$ cat config.mk
export PLATFORM = sky130hd
export DESIGN_NAME = pwrup_seq
export DESIGN_NICKNAME = d
export VERILOG_FILES = /design/src/rtl/pwrup_pkg.sv /design/src/rtl/pwrup_edge_sync.sv /design/src/rtl/pwrup_count.sv /design/src/rtl/pwrup_seq.sv
export SDC_FILE = /design/constraint.sdc
export NUM_CORES = 1
export LEC_CHECK = 0
export BUFFER_PORTS_ARGS = -buffer_cell sky130_fd_sc_hd__buf_4
export CORE_MARGIN = 10
export CORE_UTILIZATION = 50
export CTS_CLUSTER_DIAMETER = 30
export CTS_CLUSTER_SIZE = 14
export DETAILED_ROUTE_END_ITERATION = 6
export GPL_TIMING_DRIVEN = 0
export PLACE_DENSITY = 0.68
export SLEW_MARGIN = 5
export SYNTH_ARGS = -nofsm -noshare
export SYNTH_HDL_FRONTEND = slang
export SYNTH_HIERARCHICAL = 1
export SYNTH_SLANG_ARGS = --single-unit
$ cat constraint.sdc
create_clock -name clk -period 2.99 [get_ports clk]
set_clock_uncertainty 0.1 [all_clocks]
set_input_delay 0.598 -clock clk [delete_from_list [all_inputs] [get_ports clk]]
set_output_delay 0.598 -clock clk [all_outputs]
set_load 0.01 [all_outputs]
$ cat src/rtl/pwrup_pkg.sv
package pwrup_pkg;

    typedef enum logic [1:0] {
        ST_SA_WAIT = 2'd0,
        ST_CP_DOWN = 2'd1,
        ST_RAMP    = 2'd2,
        ST_UP      = 2'd3
    } seq_state_e;

    typedef struct packed {
        seq_state_e state;
        logic       ctl;
        logic       clear;
    } seq_regs_t;

endpackage

$ cat src/rtl/pwrup_edge_sync.sv
module pwrup_edge_sync #(
    parameter int STAGES = 2
) (
    input  logic clk,
    input  logic rst_n,
    input  logic async_in,
    output logic rise
);
    localparam int W = STAGES + 1;

    logic [W-1:0] sh_d, sh_q;

    always_comb begin
        sh_d = {sh_q[W-2:0], async_in};
    end

    always_ff @(posedge clk or negedge rst_n) begin
        if (!rst_n) sh_q <= '0;
        else        sh_q <= sh_d;
    end

    assign rise = sh_q[STAGES-1] & ~sh_q[STAGES];
endmodule

$ cat src/rtl/pwrup_count.sv
module pwrup_count #(
    parameter int LIMIT = 1024
) (
    input  logic clk,
    input  logic rst_n,
    input  logic clr,
    input  logic inc,
    output logic at_last
);
    localparam int CW = $clog2(LIMIT + 1);
    localparam logic [CW-1:0] LAST = CW'(LIMIT - 1);

    logic [CW-1:0] cnt_d, cnt_q;

    always_comb begin
        cnt_d = cnt_q;
        if (clr)      cnt_d = '0;
        else if (inc) cnt_d = cnt_q + CW'(1);
    end

    always_ff @(posedge clk or negedge rst_n) begin
        if (!rst_n) cnt_q <= '0;
        else        cnt_q <= cnt_d;
    end

    assign at_last = (cnt_q == LAST);
endmodule

$ cat src/rtl/pwrup_seq.sv
module pwrup_seq
    import pwrup_pkg::*;
#(
    parameter int SA_FRAMES   = 1024,
    parameter int PU_CYCLES   = 2500,
    parameter int SYNC_STAGES = 2
) (
    input  logic clk,
    input  logic rst_n,
    input  logic frame_clk,
    input  logic cfg_en_stb,
    input  logic pd_bit,
    output logic reg_clear,
    output logic ctl_mode,
    output logic ref_en,
    output logic powered
);
    seq_regs_t r_d, r_q;
    logic fr_rise, frame_last, ramp_last;
    logic in_wait, in_ramp, sa_done, ramp_done;

    pwrup_edge_sync #(.STAGES(SYNC_STAGES)) u_sync (
        .clk(clk), .rst_n(rst_n), .async_in(frame_clk), .rise(fr_rise)
    );

    assign in_wait = (r_q.state == ST_SA_WAIT);
    assign in_ramp = (r_q.state == ST_RAMP);

    pwrup_count #(.LIMIT(SA_FRAMES)) u_frames (
        .clk(clk), .rst_n(rst_n), .clr(!in_wait), .inc(in_wait && fr_rise),
        .at_last(frame_last)
    );

    pwrup_count #(.LIMIT(PU_CYCLES)) u_ramp (
        .clk(clk), .rst_n(rst_n), .clr(!in_ramp), .inc(in_ramp),
        .at_last(ramp_last)
    );

    assign sa_done   = fr_rise && frame_last;
    assign ramp_done = in_ramp && ramp_last;

    always_comb begin
        r_d       = r_q;
        r_d.clear = 1'b0;
        unique case (r_q.state)
            ST_SA_WAIT: begin
                if (cfg_en_stb) begin
                    r_d.state = ST_CP_DOWN;
                    r_d.ctl   = 1'b1;
                    r_d.clear = 1'b1;
                end else if (sa_done) begin
                    r_d.state = ST_RAMP;
                end
            end
            ST_CP_DOWN: begin
                if (!pd_bit) r_d.state = ST_RAMP;
            end
            ST_RAMP: begin
                if (r_q.ctl && pd_bit) r_d.state = ST_CP_DOWN;
                else if (ramp_done)    r_d.state = ST_UP;
            end
            ST_UP: begin
                if (r_q.ctl && pd_bit) r_d.state = ST_CP_DOWN;
            end
            default: r_d.state = ST_SA_WAIT;
        endcase
    end

    always_ff @(posedge clk or negedge rst_n) begin
        if (!rst_n) begin
            r_q.state <= ST_SA_WAIT;
            r_q.ctl   <= 1'b0;
            r_q.clear <= 1'b1;
        end else begin
            r_q <= r_d;
        end
    end

    assign reg_clear = r_q.clear;
    assign ctl_mode  = r_q.ctl;
    assign ref_en    = (r_q.state == ST_RAMP) || (r_q.state == ST_UP);
    assign powered   = (r_q.state == ST_UP);
endmodule

==> impl_metrics.ini, run 1 <==
[logic_synthesis]
synth_top_family_by_area = simple AND/OR/NAND/NOR gates
synth-compound-area-share_pct = 14.7
synth_warnings = 6
synth_adder_area_share_pct = 1.69
synth_seq_cells = 30
syn-instance-count = 142
synth_xor_area_share_pct = 4.75
async_reset_ff_share_pct = 100
synth_area_um2 = 1480
syn-mean-instance-area_um2 = 10.4
synth_cell_types = 35
synth_edf_count = 0
synthMuxAreaShare_pct = 2.88
syn-num-nets = 149
synth_seq_area_share_pct = 50.9
ys.flop_type = dfrtp_1
synth-simple-area-share_pct = 22.5

[critical_path]
reg2reg_from = r_q[3]
cp.arrival_ns = 2.19
critPathRequiredTime_ns = 3.10
reg2reg_slack_ns = 0.91
cp-end-kind = flop
crit_path_max_fanout = 8
r2r_end = u_frames/cnt_q[9]
cp-start-kind = flop
reg2reg_depth = 6
criticalPathCategory = flop to flop

[global_routing]
track_usage_pct = 11.0
grt_first_pass_wirelength_mm = 4.70
grt_pass1_vias = 1087
overflow = 0
antenna_found_initial = 0
grt_max_degree = 31

[placement]
pre_cts_slack_ns = 0.920
placed_cells = 181
place.gp.congestion = 0.788
port_buffers = 8
dpl.hpwl_mm = 1.89
postPlaceCellArea_um2 = 1580

[power]
p_per_area_nw_per_um2 = 557
finalPower_mw = 0.910
vdd_drop_max_uv = 495
power_leakage_nw = 0.626

[timing]
whs_ns = 0.0725
relSlewSlack_pct = 68.7
fin_ws_ns = 0.913
rsz0062_at_grt = false
fmax_mhz = 482
period_needed_ns = 2.08
hold_viol = 0
slew_violations = 0
max_slew.worst_pin.slew_ns = 0.469
finalCritPeriodShare_pct = 69.4
finalSetupViolations = 0
setup_tns_ns = 0

[detailed_routing]
vias_per_cell = 5.96
firstDrtPassIters = 4
drcViolationCount = 0
vias = 1127
wire_per_inst_um = 14.1
wirelength_mm = 2.66
antenna_left = 0
drtIter0Drc = 72

[clock_tree]
cts_tree = done
clock-sinks = 30
cts.repair.resized = 0
clockBufferDepth = 2
cts_root_buf = clkbuf_4
numCtsBuffers = 5
cts_setup_buffers = 0
cts-hold-fix-buffers = 0
clk_pin_slew_ns = 0.10
clk_latency_ns = 0.33
htreeDepth = 2

[die]
dieArea_um2 = 5530
dieWidth_um = 74.3
rows = 19
ios = 9
core_area_um2 = 2780
start_util_pct = 53.1
die_h_um = 74.3

[layout]
drive_above_1_share_pct = 16.5
antenna_cells = 0
seq_area_um2 = 752
fin_cells = 189
postLayoutCoreUtil_pct = 58.8
fin_area_um2 = 1640
fillers = 240
area_delta_synth_final_pct = 10.8
nets = 164
multi_input_area_um2 = 688

[worst_hold_path]
hp-class = primary input to asynchronous set/reset pin

[run]
drv_cap = 0

[status]
status = finished clean
==> layer usage <==
metal | up-vias | track usage, % | wire length (um) | part of all wire, %
met4 | 0 | 6.10 | 52 | 2.0
met5 | - | 0 | 0 | 0
met1 | 543 | 11.5 | 1180 | 44
li1 | 554 | - | - | -
met2 | 23 | 18.5 | 1310 | 49
met3 | 7 | 4.52 | 124 | 4.7
==> sequential cells by signal, summed over array words and instances (netlist names) <==
signal          flops
reg_clear           1
u_ramp/cnt_q       12
ctl_mode            1
u_frames/cnt_q     11
u_sync/sh_q         3
r_q                 2
==> report_power, final <==
part           switching (mW)  internal [mW]  leakage (nW)
Sequential             0.0308          0.430         0.397
Clock                   0.137          0.114        0.0353
Combinational           0.115         0.0838         0.193
Total                   0.283          0.627         0.626
==> synth_stat cells, drive strengths merged, types with 2 or more instances <==
cell type | instances | area share (%)
dfrtp | 29 | 49
nor2 | 13 | 3.3
a21oi | 12 | 4.1
nand2 | 7 | 1.8
nand3 | 6 | 2.0
o31ai | 6 | 3.1
or4 | 6 | 3.1
nor2b | 5 | 2.8
o21ai | 5 | 1.7
or3 | 5 | 2.1
xor2 | 5 | 3.0
inv | 4 | 1.0
nand4 | 4 | 1.7
and2 | 3 | 1.3
clkbuf | 3 | 0.76
nor4 | 3 | 1.3
o2111ai | 3 | 2.6
xnor2 | 3 | 1.8
buf | 2 | 0.68
ha | 2 | 1.7
mux2 | 2 | 1.5
mux2i | 2 | 1.4
nor3 | 2 | 0.68
o211ai | 2 | 1.4
or4b | 2 | 1.4
==> layout by cell type, fill, tap and decap left out, types with 3 or more instances in the layout <==
| master | n |
|---|---|
| clkbuf_4 | 5 |
| o21ai_0 | 5 |
| dfrtp_1 | 29 |
| buf_4 | 8 |
| o31ai_1 | 6 |
| nor4_1 | 3 |
| and2_1 | 3 |
| or3_1 | 5 |
| nor2b_1 | 3 |
| nand4_1 | 4 |
| inv_1 | 4 |
| nand3_1 | 6 |
| nand2_1 | 7 |
| clkbuf_1 | 4 |
| xor2_1 | 5 |
| a21oi_1 | 12 |
| or4_1 | 6 |
| xnor2_1 | 3 |
| nor2_1 | 13 |
==> final cells by class <==
cell class                 instances  area share, %
inverter                           4          0.918
multi-input combinational        103           42.1
tap                               31           2.37
buffer                             5           1.30
clock buffer                       7           3.37
clock inverter                     1          0.306
timing repair buffer               8           3.67
sequential                        30           46.0
==> critical path: stages (launching register included) <==
cell and delay [ns]:
dfrtp_1 0.46, nor2_1 0.25, and2_1 0.16, buf_2 0.17, o211ai_1 0.17, nor4_1 0.31, mux2_1 0.35
==> cell families (layout without fill, tap and decap cells) <==
logic type	after synthesis	in the layout
AOI/OAI and AO/OA	31	31
xor gates and xnor gates	8	8
adders and majority gates	2	2
buffers and inverters	9	25
DFF	30	30
muxes	4	4
and+or+nand+nor	58	58
==> worst max path at each step <==
stage                       from           endpoint  cells past startpoint
after floorplan           r_q[3]  u_frames/cnt_q[9]                      6
after global placement    r_q[3]  u_frames/cnt_q[9]                      6
after detailed placement  r_q[3]  u_frames/cnt_q[9]                      6
after CTS                 r_q[3]  u_frames/cnt_q[9]                      6
after global routing      r_q[3]   u_ramp/cnt_q[11]                      5
final                     r_q[3]  u_frames/cnt_q[9]                      6
No activity file was read; power rests on OpenSTA's default activity.
==> run 2, diff against run 1 <==
- ABC_AREA: default -> 1
- PLACE_DENSITY: 0.68 -> 0.67
- clock period: 2.99 -> 2 ns (I/O delays scaled with it)
==> impl_metrics.ini, run 2 <==
[placement]
port_buffers = 8
place.gp.congestion = 0.813
dpl.hpwl_mm = 2.40
placed_cells = 274

[clock_tree]
cts_setup_buffers = 0
clockBufferDepth = 2
clock-sinks = 30
clk_latency_ns = 0.34
cts_root_buf = clkbuf_4
cts_tree = done
numCtsBuffers = 5
clk_pin_slew_ns = 0.10
htreeDepth = 2

[critical_path]
crit_path_max_fanout = 8
cp-start-kind = flop
critPathRequiredTime_ns = 2.13
cp-end-kind = flop
criticalPathCategory = flop to flop
cp.arrival_ns = 1.85

[power]
vdd_drop_max_uv = 648
p_per_area_nw_per_um2 = 907
finalPower_mw = 1.68
power_leakage_nw = 0.844

[timing]
slew_violations = 0
max_slew.worst_pin.slew_ns = 0.389
fmax_mhz = 579
period_needed_ns = 1.73
finalSetupViolations = 0
rsz0062_at_grt = false
relSlewSlack_pct = 74.1
finalCritPeriodShare_pct = 86.4
setup_tns_ns = 0
hold_viol = 0

[worst_hold_path]
hp-class = primary input to flop

[global_routing]
antenna_found_initial = 0
grt_pass1_vias = 1472
track_usage_pct = 11.9
overflow = 0
grt_first_pass_wirelength_mm = 5.95
grt_max_degree = 31

[logic_synthesis]
synthTopCellsByCount = nand2_1, nor2_1, dfrtp_1, inv_1, nand3_1
synth_cell_types = 26
ys.flop_type = dfrtp_1
ys_top_cells_by_area = dfrtp_1, nand2_1, nor2_1, inv_1, nand3_1
syn-mean-instance-area_um2 = 7.50
yosys.area.top_type = dfrtp_1
synth_edf_count = 0
syn-num-nets = 229
synth_seq_cells = 30
synth_warnings = 6
syn-instance-count = 222
synth_top_area_share_pct = 43.6
synth_seq_area_share_pct = 45.2
async_reset_ff_share_pct = 100
synth_area_um2 = 1660
yosysMostFrequentCell = nand2_1

[die]
dieWidth_um = 77.7
start_util_pct = 53.2
dieArea_um2 = 6040
rows = 20
die_h_um = 77.7
core_area_um2 = 3130
ios = 9

[detailed_routing]
wire_per_inst_um = 11.3
vias_per_cell = 4.98
drtIter0Drc = 70
vias = 1408
firstDrtPassIters = 4
drcViolationCount = 0
wirelength_mm = 3.21
antenna_left = 0

[layout]
final_cell_mix = nand2_1, nor2_1, dfrtp_1
largest-register = u_ramp/cnt_q
reg_top3 = u_ramp/cnt_q (12), u_frames/cnt_q (11), u_sync/sh_q (3)
layout_commonest_cell = nand2_1
drive_above_1_share_pct = 17.2
fin_cells = 283
nets = 245
area_delta_synth_final_pct = 11.6
largest_reg_flops = 12
antenna_cells = 0

[run]
drv_cap = 0

[status]
status = finished clean
==> run 2: timing repair <==
item | CTS | global route
setup endpoints to repair | 0 | 1
gates resized for setup | 0 | 2
endpoints found under the hold margin | 29 | 0
hold buffers | 1 | 0
==> run 2: final timing paths <==
path / start / end / slack (ns) / cells past startpoint
min reg2reg: u_sync/sh_q[0] / u_sync/sh_q[1] / 0.26 / 0
min in group asynchronous: rst_n / r_q[2] / 0.43 / 2
min: frame_clk / u_sync/sh_q[0] / 0.07 / 1
max in group asynchronous: rst_n / reg_clear / 1.05 / 2
max: r_q[2] / u_ramp/cnt_q[9] / 0.27 / 8
max reg2reg: r_q[2] / u_ramp/cnt_q[9] / 0.27 / 8
==> run 2: per-layer routing <==
metal	GRT usage, %	part of all wire, %	wire (um)	vias up
met5	0	0	0	-
met4	7.12	2.6	82	0
met3	3.11	2.6	83	9
met2	21.8	52	1670	20
met1	11.7	43	1380	657
li1	-	-	-	722
==> run 2: cell type report <==
class	count	area, um^2
plain buffers	3	28.8
clock buffers	7	55.1
clock inverters	1	5.00
fillers	304	1270
inverters	34	128
multi-input cells	155	763
flip-flops and latches	30	752
well taps	44	55.1
repair buffers	9	70.1
==> run 2: through the flow <==
step | setup slack (ns) | area [um^2] | utilization (%) | hold slack [ns]
2_1_floorplan | 0.421 | 1660 | - | 0.00441
3_3_place_gp | 0.261 | 1780 | 56.9 | 0.235
3_5_place_dp | 0.222 | 1780 | 56.9 | 0.241
4_1_cts | 0.169 | 1850 | 59.1 | 0.0550
5_1_grt | 0.131 | 1860 | 59.4 | 0.0418
6_report | 0.272 | 1860 | 59.4 | 0.0712
==> run 2: report_power, final <==
group | leakage (nW) | switching [mW] | internal, mW
Sequential | 0.399 | 0.0651 | 0.657
Clock | 0.0353 | 0.212 | 0.170
Combinational | 0.411 | 0.359 | 0.220
Total | 0.844 | 0.637 | 1.05
==> run 2: kinds of logic after synthesis <==
kind of cell | count (synthesis) | share of synthesized area, %
simple gates | 131 | 36.9
buf+inv | 37 | 9.40
flops | 30 | 45.2
compound gates | 21 | 6.47
fa+ha+maj | 2 | 1.50
xor+xnor | 1 | 0.526
==> run 2: critical path, cell delays in order (launching register included) <==
cell,delay [ns]
dfrtp_1,0.49
nor2_4,0.26
inv_1,0.14
nor2_2,0.25
nor2_2,0.08
nand3b_1,0.12
nand2_1,0.08
nand2_1,0.06
nor2_1,0.04
==> run 3, diff against run 2 <==
- SETUP_SLACK_MARGIN: default -> 0.5
==> impl_metrics.ini, run 3 (synthesis results as in run 2) <==
[status]
status = finished clean

[timing]
finalCritPeriodShare_pct = 78.0
max_slew.worst_pin.slew_ns = 0.382
fin_ws_ns = 0.440
slew_violations = 0
fmax_mhz = 641
relSlewSlack_pct = 74.5
rsz0062_at_grt = true
hold_viol = 0
setup_tns_ns = 0
period_needed_ns = 1.56
finalSetupViolations = 0

[die]
ios = 9
dieWidth_um = 77.7
rows = 20
start_util_pct = 53.2
dieArea_um2 = 6040
die_h_um = 77.7
core_area_um2 = 3130

[power]
vdd_drop_max_uv = 657
p_per_area_nw_per_um2 = 934
seqPwrFrac_pct = 36.6
switching_share_pct = 37.8
comb_power_share_pct = 44.4
power_leakage_nw = 0.957
internal-power_mw = 1.26
clkPwrFrac_pct = 19.0
net-switching-power_mw = 0.763

[global_routing]
overflow = 0
grt_max_degree = 31
grt_first_pass_wirelength_mm = 6.19
track_usage_pct = 12.5
antenna_found_initial = 0
grt_pass1_vias = 1453

[run]
drv_cap = 0

[layout]
layout_commonest_cell = nand2_1
final_cell_mix = nand2_1, buf_4, inv_1, nor2_1, dfrtp_1
antenna_cells = 0
area_delta_synth_final_pct = 30.0
drive_above_1_share_pct = 33.7
largest_reg_flops = 12
reg_top3 = u_ramp/cnt_q (12), u_frames/cnt_q (11), u_sync/sh_q (3)
fillers = 251
nets = 267
largest-register = u_ramp/cnt_q

[critical_path]
reg2reg_from = r_q[2]
cp_slowest_cell = dfrtp_2
crit_path_max_fanout = 6
cp.arrival_ns = 1.06
r2r_end = u_ramp/cnt_q[10]
worst_path_dominant_cell_family = flip-flops
worst-path-buf-inv = 2
reg2reg_slack_ns = 0.46
setup.worst_path.start = r_q[2]
critPathRequiredTime_ns = 1.50
cp_num_cells = 3
path_cells = nand2_2 > inv_2 > buf_6
criticalPathCategory = flop to primary output
cp-end-kind = primary output
max_stage_delay_ns = 0.49
reg2reg_depth = 9
cp-start-kind = flop
setup.worst_path.end = powered

[placement]
place.gp.congestion = 0.801
dpl.hpwl_mm = 2.29
pre_cts_slack_ns = 0.326
port_buffers = 8

[clock_tree]
clk_latency_ns = 0.34
cts_root_buf = clkbuf_4
cts_tree = done
htreeDepth = 2
clk_pin_slew_ns = 0.09
clockBufferDepth = 2
numCtsBuffers = 5
clock-sinks = 30

[detailed_routing]
firstDrtPassIters = 4
antenna_left = 0
wirelength_mm = 3.64
vias_per_cell = 4.87
wire_per_inst_um = 11.9
drcViolationCount = 0
drtIter0Drc = 90
vias = 1486

[worst_hold_path]
hp-class = primary input to flop
-- run 3: changes by cell type in the layout (fill, tap and decap cells not counted), sizes merged --
cell    previous run  this run
clkinv             2         1
buf                9        31
inv               33        34
-- run 3: power groups by stage --
stage / Combinational, mW / Sequential (mW) / Clock, mW
2_1_floorplan: 0.437 / 0.724 / 0
3_3_place_gp: 0.561 / 0.730 / 0
3_5_place_dp: 0.580 / 0.736 / 0
4_1_cts: 0.715 / 0.723 / 0.396
5_1_grt: 0.996 / 0.747 / 0.432
6_report: 0.897 / 0.739 / 0.384
-- run 3: how the worst min path moves through the flow --
stage / start / end / depth (start not counted) / slack (ns)
floorplan: rst_n / ctl_mode / 0 / 0.004
global placement: u_sync/sh_q[0] / u_sync/sh_q[1] / 0 / 0.23
detailed placement: u_sync/sh_q[0] / u_sync/sh_q[1] / 0 / 0.24
CTS: frame_clk / u_sync/sh_q[0] / 1 / 0.06
global route: frame_clk / u_sync/sh_q[0] / 1 / 0.04
finish: frame_clk / u_sync/sh_q[0] / 1 / 0.07
-- run 3: layer usage --
layer / part of all wire [%] / GRT usage (%) / wire (um)
met2: 54 / 22.1 / 1950
met3: 3.5 / 3.34 / 128
met5: 0 / 0 / 0
met1: 40 / 13.4 / 1470
met4: 2.4 / 6.02 / 86
-- run 3: final cells by class --
| cell class | count | area (um^2) | area share [%] |
|---|---|---|---|
| Multi-Input combinational cell | 155 | 882 | 40.8 |
| Inverter | 34 | 135 | 6.25 |
| Clock inverter | 1 | 5.00 | 0.231 |
| Buffer | 3 | 28.8 | 1.33 |
| Timing Repair Buffer | 31 | 246 | 11.4 |
| Sequential cell | 30 | 756 | 34.9 |
| Clock buffer | 7 | 55.1 | 2.54 |
| Tap cell | 44 | 55.1 | 2.54 |
-- run 3: what timing repair did --
action	in CTS	in global routing
cloned	0	0
setup endpoints to repair	21	20
gates resized for setup	9	36
hold buffers	1	0
setup buffers	8	14
pin swaps	3	16
hold endpoints to repair	29	0
-- run 3: metrics by stage --
stage / utilization [%] / cells / cell area, um^2 / hold slack (ns) / power (mW)
final: 69.2 / 305 / 2160 / 0.0673 / 2.02
after global placement: 57.1 / 274 / 1790 / 0.233 / 1.29
after detailed placement: 57.1 / 274 / 1790 / 0.237 / 1.32
after CTS: 62.0 / 291 / 1940 / 0.0601 / 1.83
after floorplan: - / 222 / 1670 / 0.00441 / 1.16
after global routing: 69.2 / 305 / 2160 / 0.0443 / 2.17
